## config.mk

```make
export PLATFORM = sky130hd
export DESIGN_NAME = trap_return_unit
export DESIGN_NICKNAME = d
export VERILOG_FILES = /design/src/rtl/trapret_pkg.sv /design/src/rtl/trapret_legality.sv /design/src/rtl/trapret_status_next.sv /design/src/rtl/trap_return_unit.sv
export SDC_FILE = /design/constraint.sdc
export NUM_CORES = 1
export LEC_CHECK = 0
export BUFFER_PORTS_ARGS = -buffer_cell sky130_fd_sc_hd__buf_2
export CAP_MARGIN = 40
export CORE_ASPECT_RATIO = 0.7
export CORE_MARGIN = 2
export CORE_UTILIZATION = 37
export CTS_CLUSTER_SIZE = 16
export DETAILED_ROUTE_END_ITERATION = 6
export PLACE_DENSITY_LB_ADDON = 0.25
export SLEW_MARGIN = 20
export SYNTH_ARGS = -nofsm -noshare
export SYNTH_HDL_FRONTEND = slang
export SYNTH_HIERARCHICAL = 1
export SYNTH_SLANG_ARGS = --single-unit
export TNS_END_PERCENT = 5
```

## constraint.sdc

```tcl
create_clock -name clk -period 0.8 [get_ports clk]
set_input_delay 0.04 -clock clk [delete_from_list [all_inputs] [get_ports clk]]
set_output_delay 0.04 -clock clk [all_outputs]
set_load 0.005 [all_outputs]
```

## src/rtl/trapret_pkg.sv

```systemverilog
package trapret_pkg;

    localparam int STATUS_W = 64;
    localparam int CAUSE_W  = 5;

    // machine status field positions (decoded by neighbouring logic)
    localparam int MS_SIE  = 1;
    localparam int MS_MIE  = 3;
    localparam int MS_SPIE = 5;
    localparam int MS_MPIE = 7;
    localparam int MS_SPP  = 8;
    localparam int MS_MPP_LO = 11;
    localparam int MS_MPP_HI = 12;
    localparam int MS_TSR  = 22;
    localparam int MS_MPV  = 39;

    // hypervisor status field positions
    localparam int HS_SPV  = 7;
    localparam int HS_VTSR = 22;

    typedef enum logic [1:0] {
        PRIV_USER  = 2'd0,
        PRIV_SUPER = 2'd1,
        PRIV_MACH  = 2'd3
    } priv_e;

    typedef enum logic [CAUSE_W-1:0] {
        CAUSE_MISALIGN = 5'd0,
        CAUSE_ILLEGAL  = 5'd2,
        CAUSE_VIRT     = 5'd22
    } cause_e;

endpackage

```

## src/rtl/trapret_legality.sv

```systemverilog
module trapret_legality
    import trapret_pkg::*;
#(
    parameter int PC_W = 64
) (
    input  logic                is_mret_i,
    input  logic [1:0]          priv_i,
    input  logic                virt_i,
    input  logic [STATUS_W-1:0] mstatus_i,
    input  logic [STATUS_W-1:0] hstatus_i,
    input  logic [PC_W-1:0]     ret_pc_i,
    input  logic                has_c_i,
    input  logic                has_h_i,
    input  logic                has_pmp_i,
    output logic                fault_o,
    output logic [CAUSE_W-1:0]  cause_o
);

    logic misaligned;
    logic [1:0] mpp_old;

    assign misaligned = !has_c_i && (ret_pc_i[1:0] != 2'b00);
    assign mpp_old    = mstatus_i[MS_MPP_HI:MS_MPP_LO];

    // first failing check wins
    always_comb begin
        fault_o = 1'b0;
        cause_o = CAUSE_ILLEGAL;
        if (is_mret_i) begin
            if (priv_i != PRIV_MACH) begin
                fault_o = 1'b1;
                cause_o = CAUSE_ILLEGAL;
            end else if (misaligned) begin
                fault_o = 1'b1;
                cause_o = CAUSE_MISALIGN;
            end else if (!has_pmp_i && (mpp_old != PRIV_MACH)) begin
                fault_o = 1'b1;
                cause_o = CAUSE_ILLEGAL;
            end
        end else begin
            if (priv_i == PRIV_USER) begin
                fault_o = 1'b1;
                cause_o = CAUSE_ILLEGAL;
            end else if (misaligned) begin
                fault_o = 1'b1;
                cause_o = CAUSE_MISALIGN;
            end else if (mstatus_i[MS_TSR] && (priv_i != PRIV_MACH)) begin
                fault_o = 1'b1;
                cause_o = CAUSE_ILLEGAL;
            end else if (has_h_i && virt_i && hstatus_i[HS_VTSR]) begin
                fault_o = 1'b1;
                cause_o = CAUSE_VIRT;
            end
        end
    end

endmodule

```

## src/rtl/trapret_status_next.sv

```systemverilog
module trapret_status_next
    import trapret_pkg::*;
(
    input  logic                is_mret_i,
    input  logic                virt_i,
    input  logic [STATUS_W-1:0] mstatus_i,
    input  logic [STATUS_W-1:0] hstatus_i,
    input  logic                has_h_i,
    output logic [STATUS_W-1:0] mstatus_o,
    output logic [STATUS_W-1:0] hstatus_o,
    output logic [1:0]          priv_o,
    output logic                virt_o
);

    always_comb begin
        mstatus_o = mstatus_i;
        hstatus_o = hstatus_i;
        virt_o    = virt_i;
        if (is_mret_i) begin
            priv_o                         = mstatus_i[MS_MPP_HI:MS_MPP_LO];
            mstatus_o[MS_MIE]              = mstatus_i[MS_MPIE];
            mstatus_o[MS_MPIE]             = 1'b1;
            mstatus_o[MS_MPP_HI:MS_MPP_LO] = 2'b00;
            mstatus_o[MS_MPV]              = 1'b0;
            if (has_h_i) begin
                virt_o = mstatus_i[MS_MPV];
            end
        end else begin
            priv_o             = {1'b0, mstatus_i[MS_SPP]};
            mstatus_o[MS_SIE]  = mstatus_i[MS_SPIE];
            mstatus_o[MS_SPIE] = 1'b1;
            mstatus_o[MS_SPP]  = 1'b0;
            if (has_h_i && !virt_i) begin
                hstatus_o[HS_SPV] = 1'b0;
                virt_o            = hstatus_i[HS_SPV];
            end
        end
    end

endmodule

```

## src/rtl/trap_return_unit.sv

```systemverilog
module trap_return_unit
    import trapret_pkg::*;
#(
    parameter int PC_W = 64
) (
    input  logic                clk,
    input  logic                rst_n,
    input  logic                req_valid_i,
    input  logic                req_is_mret_i,
    input  logic [1:0]          cur_priv_i,
    input  logic                cur_virt_i,
    input  logic [STATUS_W-1:0] mstatus_i,
    input  logic [STATUS_W-1:0] hstatus_i,
    input  logic [PC_W-1:0]     sepc_i,
    input  logic [PC_W-1:0]     mepc_i,
    input  logic                has_compressed_i,
    input  logic                has_hyper_i,
    input  logic                has_pmp_i,
    output logic                done_o,
    output logic                exc_valid_o,
    output logic [CAUSE_W-1:0]  exc_cause_o,
    output logic [STATUS_W-1:0] mstatus_o,
    output logic [STATUS_W-1:0] hstatus_o,
    output logic [1:0]          priv_o,
    output logic                virt_o,
    output logic [PC_W-1:0]     target_pc_o
);

    typedef struct packed {
        logic                done;
        logic                exc;
        logic [CAUSE_W-1:0]  cause;
        logic [STATUS_W-1:0] ms;
        logic [STATUS_W-1:0] hs;
        logic [1:0]          priv;
        logic                virt;
        logic [PC_W-1:0]     pc;
    } result_t;

    result_t res_d, res_q;

    logic [PC_W-1:0]     ret_pc;
    logic                fault;
    logic [CAUSE_W-1:0]  cause;
    logic [STATUS_W-1:0] ms_new, hs_new;
    logic [1:0]          priv_new;
    logic                virt_new;

    assign ret_pc = req_is_mret_i ? mepc_i : sepc_i;

    trapret_legality #(.PC_W(PC_W)) legality_i (
        .is_mret_i (req_is_mret_i),
        .priv_i    (cur_priv_i),
        .virt_i    (cur_virt_i),
        .mstatus_i (mstatus_i),
        .hstatus_i (hstatus_i),
        .ret_pc_i  (ret_pc),
        .has_c_i   (has_compressed_i),
        .has_h_i   (has_hyper_i),
        .has_pmp_i (has_pmp_i),
        .fault_o   (fault),
        .cause_o   (cause)
    );

    trapret_status_next status_next_i (
        .is_mret_i (req_is_mret_i),
        .virt_i    (cur_virt_i),
        .mstatus_i (mstatus_i),
        .hstatus_i (hstatus_i),
        .has_h_i   (has_hyper_i),
        .mstatus_o (ms_new),
        .hstatus_o (hs_new),
        .priv_o    (priv_new),
        .virt_o    (virt_new)
    );

    always_comb begin
        res_d      = res_q;
        res_d.done = req_valid_i;
        if (req_valid_i) begin
            res_d.pc    = ret_pc;
            res_d.exc   = fault;
            res_d.cause = fault ? cause : '0;
            if (fault) begin
                res_d.ms   = mstatus_i;
                res_d.hs   = hstatus_i;
                res_d.priv = cur_priv_i;
                res_d.virt = cur_virt_i;
            end else begin
                res_d.ms   = ms_new;
                res_d.hs   = hs_new;
                res_d.priv = priv_new;
                res_d.virt = virt_new;
            end
        end
    end

    always_ff @(posedge clk or negedge rst_n) begin
        if (!rst_n) begin
            res_q      <= '0;
            res_q.priv <= PRIV_MACH;
        end else begin
            res_q <= res_d;
        end
    end

    assign done_o      = res_q.done;
    assign exc_valid_o = res_q.exc;
    assign exc_cause_o = res_q.cause;
    assign mstatus_o   = res_q.ms;
    assign hstatus_o   = res_q.hs;
    assign priv_o      = res_q.priv;
    assign virt_o      = res_q.virt;
    assign target_pc_o = res_q.pc;

    AST_DONE_AFTER_REQ: assert property (@(posedge clk) disable iff (!rst_n)
        req_valid_i |=> done_o);
    AST_NO_SPURIOUS_DONE: assert property (@(posedge clk) disable iff (!rst_n)
        !req_valid_i |=> !done_o);
    AST_IDLE_HOLDS: assert property (@(posedge clk) disable iff (!rst_n)
        !req_valid_i |=> ($stable(mstatus_o) && $stable(priv_o) && $stable(virt_o)));
    AST_SRET_USER_ILLEGAL: assert property (@(posedge clk) disable iff (!rst_n)
        (req_valid_i && !req_is_mret_i && cur_priv_i == PRIV_USER)
        |=> (exc_valid_o && exc_cause_o == CAUSE_ILLEGAL));
    AST_MRET_LOW_PRIV: assert property (@(posedge clk) disable iff (!rst_n)
        (req_valid_i && req_is_mret_i && cur_priv_i != PRIV_MACH)
        |=> (exc_valid_o && exc_cause_o == CAUSE_ILLEGAL));
    AST_FAULT_KEEPS_STATE: assert property (@(posedge clk) disable iff (!rst_n)
        req_valid_i |=> (!exc_valid_o ||
            (mstatus_o == $past(mstatus_i) && hstatus_o == $past(hstatus_i) &&
             priv_o == $past(cur_priv_i) && virt_o == $past(cur_virt_i))));
    AST_MRET_CLEARS_MPP: assert property (@(posedge clk) disable iff (!rst_n)
        (req_valid_i && req_is_mret_i) |=> (exc_valid_o ||
            (mstatus_o[MS_MPP_HI:MS_MPP_LO] == 2'b00 && mstatus_o[MS_MPIE] &&
             !mstatus_o[MS_MPV])));
    AST_SRET_SETS_SPIE: assert property (@(posedge clk) disable iff (!rst_n)
        (req_valid_i && !req_is_mret_i) |=> (exc_valid_o ||
            (mstatus_o[MS_SPIE] && !mstatus_o[MS_SPP])));

endmodule

```

==> results of run 1 <==
[worst max-delay path, cell delays in order]
cell	delay, ns
sky130_fd_sc_hd__buf_8	0.10
sky130_fd_sc_hd__mux2_4	0.31
sky130_fd_sc_hd__o21bai_4	0.16
sky130_fd_sc_hd__or3b_4	0.43
sky130_fd_sc_hd__o31a_2	0.24
sky130_fd_sc_hd__buf_6	0.23
sky130_fd_sc_hd__mux2i_1	0.17
sky130_fd_sc_hd__a21oi_1	0.08
[flip-flops by register name, summed over array words and instances, names as in the netlist]
name         flops
hstatus_o       64
mstatus_o       64
target_pc_o     64
exc_cause_o      5
priv_o           2
done_o           1
exc_valid_o      1
virt_o           1
[repair_timing]
item	CTS	global route
buffers inserted	2	0
gates cloned	2	11
gates resized for setup	16	26
setup endpoints to repair	399	399
hold endpoints to repair	398	42
pin swaps	6	59
[kinds of logic after synthesis]
| kind of cell | count (synthesis) | synth area share [%] |
|---|---|---|
| AND/OR/NAND/NOR | 152 | 5.552 |
| AO/OA/AOI/OAI | 144 | 6.758 |
| flip-flops | 202 | 45.98 |
| other | 1 | 0.03410 |
| buffers and inverters | 189 | 12.10 |
| multiplexers | 263 | 29.57 |
[through the flow]
step,hold slack (ns),utilization (%),power (W),cell area (sq um),setup WS (ns)
global placement,0.01001,45.32,0.01828,13180,-1.055
floorplan,-0.2556,-,0.01569,11080,-0.9728
CTS,-0.1132,54.81,0.02906,15940,-0.5377
detailed placement,0.006297,45.32,0.01836,13180,-1.095
finish,-0.09258,55.90,0.02909,16260,-0.5927
global route,-0.1054,55.90,0.03059,16260,-0.6140
[routing by layer]
| layer | GRT usage (%) | vias up |
|---|---|---|
| met5 | 0 | - |
| met4 | 6.560 | 0 |
| met3 | 5.089 | 62 |
| met2 | 34.83 | 284 |
| met1 | 25.53 | 4153 |
| li1 | - | 4308 |
[layout make-up]
type                            instances  share of cell area (%)
Timing Repair Buffer                  730                   32.83
Multi-Input combinational cell        563                   28.88
Clock inverter                          4                  0.1385
Clock buffer                           32                   3.933
Antenna cell                            4                 0.06157
Sequential cell                       202                   31.11
Tap cell                              378                   2.909
Inverter                                6                  0.1385
[cells in the final DEF (no fill, tap or decap), types with 2 or more instances in the layout]
cell type / Yosys / routed
sky130_fd_sc_hd__mux2i_2: 0 / 3
sky130_fd_sc_hd__nor2_1: 132 / 132
sky130_fd_sc_hd__o21ai_1: 0 / 2
sky130_fd_sc_hd__nand2b_1: 2 / 2
sky130_fd_sc_hd__o21ai_0: 6 / 4
sky130_fd_sc_hd__nand2_1: 3 / 3
sky130_fd_sc_hd__buf_16: 0 / 5
sky130_fd_sc_hd__inv_1: 6 / 6
sky130_fd_sc_hd__buf_2: 38 / 449
sky130_fd_sc_hd__buf_8: 0 / 2
sky130_fd_sc_hd__buf_4: 123 / 39
sky130_fd_sc_hd__mux2_2: 11 / 8
sky130_fd_sc_hd__dfrtp_1: 200 / 200
sky130_fd_sc_hd__clkbuf_1: 9 / 6
sky130_fd_sc_hd__nand3_2: 0 / 2
sky130_fd_sc_hd__nand3_1: 7 / 5
sky130_fd_sc_hd__a21oi_1: 132 / 131
sky130_fd_sc_hd__buf_6: 2 / 19
sky130_fd_sc_hd__clkinv_2: 0 / 3
sky130_fd_sc_hd__clkbuf_16: 0 / 29
sky130_fd_sc_hd__diode_2: 0 / 4
sky130_fd_sc_hd__nor2b_1: 2 / 2
sky130_fd_sc_hd__buf_12: 6 / 16
sky130_fd_sc_hd__dfstp_2: 2 / 2
sky130_fd_sc_hd__mux2_4: 121 / 124
sky130_fd_sc_hd__and2_1: 2 / 2
sky130_fd_sc_hd__o31a_4: 0 / 2
sky130_fd_sc_hd__conb_1: 1 / 2
sky130_fd_sc_hd__o21a_1: 2 / 2
sky130_fd_sc_hd__mux2i_1: 131 / 128
sky130_fd_sc_hd__clkbuf_8: 0 / 4
sky130_fd_sc_hd__dlygate4sd3_1: 0 / 193
[worst min path at each step]
stage / depth (start not counted) / to / slack [ns]
2_1_floorplan: 0 / done_o / -0.26
3_3_place_gp: 1 / mstatus_o[62] / 0.01
3_5_place_dp: 1 / mstatus_o[62] / 0.006
4_1_cts: 3 / target_pc_o[15] / -0.11
5_1_grt: 3 / target_pc_o[33] / -0.11
6_report: 3 / target_pc_o[37] / -0.09
[power breakdown]
part / leakage, nW / internal, W / switching [W]
clock: 0.324 / 0.00550 / 0.00413
sequential: 2.29 / 0.0114 / 0.000664
combinational: 5.88 / 0.00425 / 0.00312
==> impl_metrics.sql, run 1 <==
INSERT INTO impl_metrics (metric_group, metric, value, unit) VALUES
('cells_and_area', 'num-fill-cells', '2450', ''),
('worst_setup_path', 'cp-start-kind', 'input pin', ''),
('logic_synthesis', 'synth-warning-count', '6', ''),
('worst_setup_path', 'worst_setup_path_end_kind', 'flip-flop', ''),
('global_route', 'via_count_of_the_first_global_routing_pass', '8957', ''),
('timing', 'setup_violations', '399', ''),
('die', 'io_pins', '468', ''),
('die', 'die_w', '210.1', 'um'),
('outcome', 'failed_checks', 'hold timing, setup timing', ''),
('logic_synthesis', 'syn_area_per_cell', '11.56', 'sq um'),
('logic_synthesis', 'synth_commonest_cells', 'sky130_fd_sc_hd__dfrtp_1 (200), sky130_fd_sc_hd__a21oi_1 (132), sky130_fd_sc_hd__nor2_1 (132)', ''),
('power', 'vdd_drop_max', '0.9973', 'mV'),
('logic_synthesis', 'synthesis.area', '0.01100', 'sq mm'),
('logic_synthesis', 'synthMostInstantiatedCell', 'sky130_fd_sc_hd__dfrtp_1', ''),
('timing', 'finalHoldViolations', '42', ''),
('worst_setup_path', 'ff2ff_path_depth', '1', ''),
('cells_and_area', 'final_cell_count_without_fillers', '1919', ''),
('worst_setup_path', 'worst-path-max-fanout', '14', ''),
('timing', 'timing_max_transition_violations_final', '0', ''),
('detailed_routing', 'ant_nets', '0', ''),
('global_route', 'global_route_wire_length_before_repair', '50350', 'um'),
('worst_setup_path', 'crit_path_start', 'req_is_mret_i', ''),
('run', 'timing.max_cap.violations', '0', ''),
('timing', 'setup_slack', '-0.5927', 'ns'),
('worst_hold_path', 'timing.hold.worst.start', 'sepc_i[37]', ''),
('timing', 'fin_crit', '1.393', 'ns'),
('worst_setup_path', 'critPathRequiredTime', '1.18', 'ns'),
('logic_synthesis', 'ys.flop_type', 'sky130_fd_sc_hd__dfrtp_1', ''),
('die', 'core.rowCount', '52', ''),
('logic_synthesis', 'synth_edf_count', '0', ''),
('global_route', 'antenna_violations_before_repair', '6', ''),
('logic_synthesis', 'synth_sequential_area_ratio', '45.98', '%'),
('logic_synthesis', 'yosys.area.top_type', 'sky130_fd_sc_hd__dfrtp_1', ''),
('placement', 'dp_cells', '1671', ''),
('timing', 'final_min_period_over_clock_period', '174.1', '%'),
('worst_setup_path', 'crit_type', 'input pin to flip-flop', ''),
('power', 'power.density_cell_area', '1789', 'mW/mm^2'),
('timing', 'worst_hold_slack', '-0.09258', 'ns'),
('logic_synthesis', 'top_post_synthesis_cells_by_area', 'sky130_fd_sc_hd__dfrtp_1 (46%), sky130_fd_sc_hd__mux2_4 (17%), sky130_fd_sc_hd__mux2i_1 (12%), sky130_fd_sc_hd__buf_4 (8.4%), sky130_fd_sc_hd__a21oi_1 (6.0%)', ''),
('placement', 'globalplace.congestion', '0.8376', ''),
('die', 'initial_core_util', '37.82', '%'),
('cells_and_area', 'nNetsFinal', '1791', ''),
('clock_tree', 'cts.reportedPaths.clkPinSlew', '0.06', 'ns'),
('cells_and_area', 'ratio_of_cells_with_drive_above_1_in_the_final_layout', '46.39', '%'),
('worst_hold_path', 'hold_path_class', 'input pin to flip-flop', ''),
('detailed_routing', 'initialDrtViolationCount', '362', ''),
('timing', 'maxClockFrequency', '718.0', 'MHz'),
('detailed_routing', 'maxUsedRoutingLayer', 'met4', ''),
('clock_tree', 'clkSinkCount', '202', ''),
('detailed_routing', 'drt-wirelength-per-cell', '17.89', 'um'),
('placement', 'detailedPlacementHpwl', '22770', 'um'),
('worst_setup_path', 'rr_endpoint', 'target_pc_o[7]', ''),
('logic_synthesis', 'netlist-cell-type-count', '29', ''),
('detailed_routing', 'vias', '8807', ''),
('die', 'core_region_area', '0.02908', 'sq mm'),
('detailed_routing', 'totalWireLength', '34320', 'um'),
('worst_setup_path', 'crit_path_end', 'mstatus_o[47]', ''),
('clock_tree', 'cts_htree_levels', '1', ''),
('worst_setup_path', 'timing.rr.start', 'target_pc_o[7]', ''),
('cells_and_area', 'flow.area_growth_from_synthesis', '47.83', '%'),
('detailed_routing', 'route.met3.wl', '2205', 'um'),
('cells_and_area', 'layout.area.seq', '0.005057', 'sq mm'),
('outcome', 'run_status', 'complete, but fails checks', ''),
('detailed_routing', 'via_per_inst', '4.589', ''),
('logic_synthesis', 'ys_seq_elements', '202', ''),
('detailed_routing', 'detail_route.wirelength.met1', '14810', 'um'),
('placement', 'port_bufs', '467', ''),
('detailed_routing', 'met2_routed_length', '16230', 'um'),
('global_route', 'grt_max_degree', '63', ''),
('clock_tree', 'buffer_cell_driving_the_clock_tree_root', 'sky130_fd_sc_hd__clkbuf_16', ''),
('timing', 'setup_repair_after_global_routing_missed_its_margin', 'yes', '');
(Power assumes the default switching activity.)
==> run 2, diff against run 1 <==
SETUP_SLACK_MARGIN = 0.5   (was unset)
==> run 2 against run 1 <==
Net effect: global-route usage shrank 0.75 points; the flow still finishes with violations (hold timing, setup timing); fmax is essentially flat; combinational power shrank 8.0%; critical path type unchanged; largest cell class is now flip-flops and latches; highest routed layer is now met5.
==> impl_metrics.sql, run 2 (same netlist as run 1, synthesis figures left out) <==
INSERT INTO impl_metrics (metric_group, metric, value, unit) VALUES
('global_route', 'grt_max_degree', '46', ''),
('timing', 'worst_hold_slack', '-0.6490', 'ns'),
('worst_setup_path', 'timing.rr.start', 'target_pc_o[9]', ''),
('clock_tree', 'clockBufferDepth', '3', ''),
('placement', 'dp_cells', '1683', ''),
('timing', 'final_min_period_over_clock_period', '174.0', '%'),
('die', 'core_region_area', '0.02908', 'sq mm'),
('timing', 'fin_crit', '1.392', 'ns'),
('detailed_routing', 'drc_violations', '0', ''),
('die', 'die_h', '148.2', 'um'),
('clock_tree', 'cts_inserted_buffers', '22', ''),
('worst_setup_path', 'crit_path_start', 'req_is_mret_i', ''),
('clock_tree', 'worst_skew_pair.late_latency', '0.52', 'ns'),
('die', 'core.rowCount', '52', ''),
('detailed_routing', 'totalWireLength', '31690', 'um'),
('power', 'vdd_drop_max', '1.574', 'mV'),
('die', 'die_area', '0.03114', 'sq mm'),
('timing', 'maxClockFrequency', '718.3', 'MHz'),
('cells_and_area', 'final_cell_count_without_fillers', '1745', ''),
('worst_hold_path', 'hold_path_class', 'input pin to asynchronous set/reset pin', ''),
('timing', 'setup_violations', '382', ''),
('worst_setup_path', 'worst_setup_path_end_kind', 'flip-flop', ''),
('placement', 'dpl_cell_area', '0.01332', 'sq mm'),
('timing', 'finalHoldViolations', '397', ''),
('global_route', 'grt_overflow_total', '0', ''),
('cells_and_area', 'most_frequent_standard_cell_in_the_layout_excluding_fill_and_tap_cells', 'sky130_fd_sc_hd__buf_2', ''),
('power', 'power.density_cell_area', '2020', 'mW/mm^2'),
('clock_tree', 'cts.reportedPaths.clkPinSlew', '0.06', 'ns'),
('outcome', 'run_status', 'complete, but fails checks', ''),
('timing', 'finClkSkew', '0', 'ns'),
('run', 'timing.max_cap.violations', '0', ''),
('placement', 'detailedPlacementHpwl', '22910', 'um'),
('detailed_routing', 'via_per_inst', '4.603', ''),
('cells_and_area', 'mostFrequentLayoutCells', 'sky130_fd_sc_hd__buf_2 (452), sky130_fd_sc_hd__dfrtp_1 (200), sky130_fd_sc_hd__nor2_1 (132)', ''),
('clock_tree', 'cts_htree_levels', '1', ''),
('timing', 'setup_slack', '-0.5922', 'ns'),
('outcome', 'failed_checks', 'hold timing, setup timing', ''),
('worst_setup_path', 'crit_type', 'input pin to flip-flop', ''),
('global_route', 'via_count_of_the_first_global_routing_pass', '8172', ''),
('worst_setup_path', 'worst_path_max_delay_cell', 'sky130_fd_sc_hd__or3b_4', ''),
('cells_and_area', 'flow.area_growth_from_synthesis', '33.88', '%'),
('cells_and_area', 'layout.area.seq', '0.005057', 'sq mm'),
('detailed_routing', 'drt-wirelength-per-cell', '18.16', 'um'),
('worst_setup_path', 'worst-path-max-fanout', '6', ''),
('placement', 'globalplace.congestion', '0.7865', ''),
('worst_setup_path', 'critPathRequiredTime', '1.20', 'ns'),
('cells_and_area', 'num-fill-cells', '2661', ''),
('detailed_routing', 'drt_pass1_iterations', '4', ''),
('global_route', 'grt_util_all_layers', '19.68', '%'),
('detailed_routing', 'ant_nets', '0', ''),
('placement', 'port_bufs', '467', ''),
('global_route', 'global_route_wire_length_before_repair', '47670', 'um'),
('worst_setup_path', 'cp-start-kind', 'input pin', ''),
('worst_setup_path', 'slowest_delay', '0.39', 'ns'),
('clock_tree', 'tritoncts', 'yes', ''),
('die', 'io_pins', '468', ''),
('worst_setup_path', 'critical_path_at', '1.79', 'ns'),
('detailed_routing', 'initialDrtViolationCount', '292', ''),
('cells_and_area', 'nNetsFinal', '1615', ''),
('cells_and_area', 'ratio_of_cells_with_drive_above_1_in_the_final_layout', '54.95', '%'),
('die', 'die_w', '210.1', 'um'),
('die', 'initial_core_util', '37.82', '%'),
('cells_and_area', 'multi_input_comb_area', '0.004733', 'sq mm'),
('clock_tree', 'clkSinkCount', '202', ''),
('detailed_routing', 'vias', '8032', ''),
('timing', 'timing_max_transition_violations_final', '0', ''),
('placement', 'post-place-ws', '-1.129', 'ns'),
('global_route', 'antenna_violations_before_repair', '4', ''),
('worst_setup_path', 'critical_path_cell_list', 'buf_8 > mux2_4 > o21bai_4 > or3b_4 > o31a_4 > buf_6 > buf_12 > buf_16 > mux2i_2 > a21oi_1', ''),
('cells_and_area', 'stdcell_area', '0.01472', 'sq mm'),
('clock_tree', 'buffer_cell_driving_the_clock_tree_root', 'sky130_fd_sc_hd__clkbuf_16', ''),
('timing', 'setup_repair_after_global_routing_missed_its_margin', 'yes', ''),
('power', 'static-leakage-power', '7.855', 'nW');
==> run 2: cell types whose count changed in the layout (fill, tap and decap cells not counted), sizes merged <==
cell	change
buf	+22
dlygate4sd3	-193
bufinv	+2
o31a	-2
clkinv	+2
clkbuf	-3
diode	-2
==> run 2: worst paths after layout <==
path / endpoint / slack (ns) / depth (start not counted)
min reg2reg: exc_valid_o / 0.50 / 1
max reg2reg: target_pc_o[9] / 0.02 / 1
min: target_pc_o[27] / -0.65 / 1
max in group asynchronous: mstatus_o[49] / 0.89 / 3
max: mstatus_o[26] / -0.59 / 10
min in group clk: hstatus_o[46] / -0.19 / 3
==> run 2: final cells by class <==
type                       instances  share of cell area (%)
sequential                       202                   34.35
clock buffer                      32                   4.682
timing repair buffer             556                   24.80
clock inverter                     8                  0.6288
antenna                            2                 0.03399
tap                              378                   3.212
inverter                           6                  0.1530
multi-input combinational        561                   32.15
==> run 2: metal layers <==
metal  part of all wire [%]  up-vias  wire [um]  global-route usage (%)
met3                    7.5       45       2391                   5.828
li1                       -     3948          -                       -
met5                  0.041        -         13                       0
met1                     43     3761      13530                   25.20
met4                    2.3        2        723                   4.894
met2                     47      276      15030                   32.75
==> run 2: where the power goes <==
part,leakage (nW),switching (W),internal (W)
logic,5.17,0.00297,0.00381
registers,2.29,0.000662,0.0114
clock network,0.390,0.00427,0.00661
==> run 2: metrics by stage <==
step	total power [W]	setup TNS [ns]	utilization [%]
2_1_floorplan	0.01569	-141.44	-
3_3_place_gp	0.01837	-177.73	45.81
3_5_place_dp	0.01845	-183.08	45.81
4_1_cts	0.02999	-132.29	50.00
5_1_grt	0.03124	-147.93	50.63
6_report	0.02975	-131.75	50.63
==> run 2: worst max-delay path, delay by kind of cell <==
| family | cells | cell delay [ns] |
|---|---|---|
| AND/OR/NAND/NOR | 1 | 0.39 |
| AO/OA/AOI/OAI | 3 | 0.38 |
| buffers and inverters | 4 | 0.51 |
| multiplexers | 2 | 0.48 |
==> run 2: what timing repair did <==
action,4_1_cts,5_1_grt
pin swaps,57,38
setup endpoints to repair,403,403
resized for setup,35,22
gates cloned,8,3
endpoints found under the hold margin,399,398
setup buffers,9,0
==> run 3, diff against run 2 <==
CORE_AREA = 2 2 181 183   (was unset)
CORE_ASPECT_RATIO = unset   (was 0.7)
CORE_MARGIN = unset   (was 2)
CORE_UTILIZATION = unset   (was 37)
DIE_AREA = 0 0 183 185   (was unset)
GPL_ROUTABILITY_DRIVEN = 0   (was unset)
SYNTH_HIERARCHICAL = unset   (was 1)
==> run 3 against run 2 <==
Net effect: the flow still finishes with violations (hold timing, setup timing); clock skew unchanged; cell count down 10%; first-iteration DRC count down 33%; synthesized cell count down 34%; via count down 15%; highest routed layer unchanged; critical endpoint is now priv_o[0].
==> impl_metrics.sql, run 3 <==
INSERT INTO impl_metrics (metric_group, metric, value, unit) VALUES
('detailed_routing', 'initialDrtViolationCount', '197', ''),
('logic_synthesis', 'fraction_of_the_mapped_netlist_area_in_compound_gates', '7.291', '%'),
('detailed_routing', 'ant_nets', '0', ''),
('logic_synthesis', 'synth-warning-count', '0', ''),
('logic_synthesis', 'netlist-cell-type-count', '36', ''),
('global_route', 'groute.layer.met2.usage', '25.97', '%'),
('clock_tree', 'cts_htree_levels', '4', ''),
('cells_and_area', 'nNetsFinal', '1410', ''),
('timing', 'finClkSkew', '0', 'ns'),
('power', 'power.density_cell_area', '2030', 'mW/mm^2'),
('detailed_routing', 'drt_pass1_iterations', '4', ''),
('worst_setup_path', 'crit_path_start', 'priv_o[0]', ''),
('die', 'core_region_area', '0.03204', 'sq mm'),
('logic_synthesis', 'simple_gate_share_of_the_synthesized_area', '4.682', '%'),
('clock_tree', 'worst_skew_pair.late_latency', '0.44', 'ns'),
('logic_synthesis', 'synthesis.area', '0.008152', 'sq mm'),
('clock_tree', 'clockBufferDepth', '2', ''),
('clock_tree', 'buffer_cell_driving_the_clock_tree_root', 'sky130_fd_sc_hd__clkbuf_16', ''),
('power', 'static-leakage-power', '6.184', 'nW'),
('cells_and_area', 'ratio_of_cells_with_drive_above_1_in_the_final_layout', '61.54', '%'),
('placement', 'dp_cells', '1528', ''),
('global_route', 'grt_util_all_layers', '14.66', '%'),
('cells_and_area', 'mostFrequentLayoutCells', 'sky130_fd_sc_hd__buf_2 (442), sky130_fd_sc_hd__dfrtp_1 (197), sky130_fd_sc_hd__mux2_2 (115)', ''),
('logic_synthesis', 'yosys.area.top_type', 'sky130_fd_sc_hd__dfrtp_1', ''),
('outcome', 'run_status', 'complete, but fails checks', ''),
('logic_synthesis', 'synth.mux.area_fraction', '24.30', '%'),
('logic_synthesis', 'synth-async-reset-ratio', '100.0', '%'),
('detailed_routing', 'drc_violations', '0', ''),
('logic_synthesis', 'ys.flop_type', 'sky130_fd_sc_hd__dfrtp_1', ''),
('global_route', 'grt_overflow_total', '0', ''),
('clock_tree', 'tritoncts', 'yes', ''),
('timing', 'worst_hold_slack', '-0.4995', 'ns'),
('cells_and_area', 'final_cell_count_without_fillers', '1569', ''),
('timing', 'setup_slack', '-0.3992', 'ns'),
('detailed_routing', 'via_per_inst', '4.333', ''),
('die', 'core.rowCount', '66', ''),
('timing', 'final_min_period_over_clock_period', '149.9', '%'),
('worst_setup_path', 'rrSetupSlack', '-0.09', 'ns'),
('placement', 'port_bufs', '465', ''),
('clock_tree', 'clkSinkCount', '199', ''),
('cells_and_area', 'flow.area_growth_from_synthesis', '53.77', '%'),
('logic_synthesis', 'synth_adder_area_share', '0', '%'),
('logic_synthesis', 'syn_area_per_cell', '13.02', 'sq um'),
('worst_setup_path', 'worst_setup_path_end_kind', 'output pin', ''),
('global_route', 'global_route_wire_length_before_repair', '37950', 'um'),
('global_route', 'antenna_violations_before_repair', '4', ''),
('cells_and_area', 'most_frequent_standard_cell_in_the_layout_excluding_fill_and_tap_cells', 'sky130_fd_sc_hd__buf_2', ''),
('worst_setup_path', 'crit_type', 'flip-flop to output pin', ''),
('worst_setup_path', 'rr_endpoint', 'priv_o[1]', ''),
('global_route', 'via_count_of_the_first_global_routing_pass', '6894', ''),
('timing', 'final.setup.tns', '-41.14', 'ns'),
('die', 'die_h', '185', 'um'),
('placement', 'dpl_cell_area', '0.01159', 'sq mm'),
('worst_setup_path', 'critical_path_at', '1.16', 'ns'),
('logic_synthesis', 'netlist.area_leader.share', '60.48', '%'),
('worst_setup_path', 'worst-path-max-fanout', '2', ''),
('global_route', 'globalRouteMet1Util', '16.18', '%'),
('timing', 'fin_crit', '1.199', 'ns'),
('die', 'die_w', '183', 'um'),
('detailed_routing', 'drt-wirelength-per-cell', '16.18', 'um'),
('run', 'timing.max_cap.violations', '0', ''),
('timing', 'setup_repair_after_global_routing_missed_its_margin', 'yes', ''),
('power', 'total_power', '0.02545', 'W'),
('global_route', 'grt_max_degree', '60', ''),
('die', 'die_area', '0.03386', 'sq mm'),
('die', 'io_pins', '468', ''),
('power', 'vdd_drop_max', '1.259', 'mV'),
('worst_setup_path', 'ff2ff_path_depth', '3', ''),
('clock_tree', 'cts_inserted_buffers', '17', ''),
('timing', 'setup_violations', '204', ''),
('outcome', 'failed_checks', 'hold timing, setup timing', ''),
('logic_synthesis', 'main_combinational_cell_family_by_area_after_synthesis', 'multiplexers', ''),
('detailed_routing', 'totalWireLength', '25380', 'um'),
('clock_tree', 'cts.reportedPaths.clkPinSlew', '0.08', 'ns'),
('logic_synthesis', 'synth_sequential_area_ratio', '61.12', '%'),
('timing', 'timing_max_transition_violations_final', '0', ''),
('worst_hold_path', 'hold_path_class', 'input pin to asynchronous set/reset pin', ''),
('logic_synthesis', 'synth_edf_count', '0', ''),
('detailed_routing', 'vias', '6799', ''),
('placement', 'detailedPlacementHpwl', '20190', 'um'),
('logic_synthesis', 'top_post_synthesis_cells_by_area', 'sky130_fd_sc_hd__dfrtp_1 (60%), sky130_fd_sc_hd__mux2_2 (16%), sky130_fd_sc_hd__mux2i_1 (7.9%), sky130_fd_sc_hd__a21oi_1 (4.4%), sky130_fd_sc_hd__nor2_1 (3.4%)', ''),
('global_route', 'gr-usage-met3', '5.407', '%'),
('die', 'initial_core_util', '25.44', '%'),
('clock_tree', 'cts_hold_buffers', '1', ''),
('cells_and_area', 'stdcell_area', '0.01253', 'sq mm'),
('logic_synthesis', 'ys_seq_elements', '199', ''),
('timing', 'maxClockFrequency', '833.9', 'MHz'),
('timing', 'finalHoldViolations', '392', ''),
('worst_setup_path', 'critPathRequiredTime', '0.76', 'ns'),
('logic_synthesis', 'synthMostInstantiatedCell', 'sky130_fd_sc_hd__dfrtp_1', ''),
('logic_synthesis', 'yosys.area_share.xor_xnor', '0', '%'),
('logic_synthesis', 'synth_commonest_cells', 'sky130_fd_sc_hd__dfrtp_1 (197), sky130_fd_sc_hd__mux2_2 (119), sky130_fd_sc_hd__nor2_1 (74)', ''),
('worst_setup_path', 'timing.rr.start', 'priv_o[1]', ''),
('worst_setup_path', 'cp-start-kind', 'flip-flop', ''),
('logic_synthesis', 'synth_cells', '626', ''),
('global_route', 'grt_busiest_layer', 'met2', '');
## run 3: cell count changes after synthesis, moves of 4 or more
cell,before,now
sky130_fd_sc_hd__a211oi_1,0,4
sky130_fd_sc_hd__a21oi_1,132,72
sky130_fd_sc_hd__buf_12,6,0
sky130_fd_sc_hd__buf_2,38,5
sky130_fd_sc_hd__buf_4,123,4
sky130_fd_sc_hd__clkbuf_1,9,29
sky130_fd_sc_hd__mux2_2,11,119
sky130_fd_sc_hd__mux2_4,121,0
sky130_fd_sc_hd__mux2i_1,131,64
sky130_fd_sc_hd__nand2_1,3,7
sky130_fd_sc_hd__nand3_1,7,2
sky130_fd_sc_hd__nor2_1,132,74
sky130_fd_sc_hd__o211ai_1,0,4
sky130_fd_sc_hd__o2bb2ai_1,0,5
## run 3: timing repair
action | CTS | global route
pin swaps | 46 | 30
setup endpoints to repair | 398 | 597
endpoints found under the hold margin | 394 | 390
resized for setup | 39 | 19
gates cloned | 0 | 0
buffers inserted | 0 | 4
## run 3: worst max-delay path by stage
stage / end / depth (start not counted)
3_5_place_dp: virt_o / 5
3_3_place_gp: virt_o / 5
4_1_cts: priv_o[0] / 2
2_1_floorplan: virt_o / 5
6_report: priv_o[0] / 2
5_1_grt: priv_o[0] / 2
## run 3: area by class of cell
type,count,area [sq um]
antenna,4,10.01
clock buffer,17,425.4
timing repair buffer,540,3297
inverter,8,32.53
clock inverter,15,210.2
sequential,199,4982
fill,3237,19510
multi-input combinational,378,3067
tap,408,510.5
## run 3: through the flow
stage	setup slack [ns]	utilization (%)
2_1_floorplan	-0.5124	-
3_3_place_gp	-0.6301	36.16
3_5_place_dp	-0.6244	36.16
4_1_cts	-0.4434	38.72
5_1_grt	-0.4580	39.11
6_report	-0.3992	39.12
## run 3: layer usage
metal / share of wire [%] / up-vias
li1: - / 3239
met1: 38 / 3267
met2: 52 / 273
met3: 8.7 / 18
met4: 1.3 / 2
met5: 0.063 / -
## run 3: power breakdown
part | switching (W) | total (W) | leakage [nW] | internal, W
clock network | 0.00461 | 0.00926 | 0.312 | 0.00464
logic | 0.00200 | 0.00459 | 3.58 | 0.00259
registers | 0.000521 | 0.0116 | 2.29 | 0.0111
total | 0.00713 | 0.0254 | 6.18 | 0.0183
## run 3: kinds of logic after synthesis
logic type	after synthesis
AOI/OAI and AO/OA	100
buffers and inverters	50
DFF	199
muxes	183
other	1
and+or+nand+nor	93
## run 3: worst max-delay path, cell delays in order (launching register included)
cell                      delay [ns]
sky130_fd_sc_hd__dfstp_2        0.55
sky130_fd_sc_hd__buf_6          0.09
sky130_fd_sc_hd__buf_6          0.08
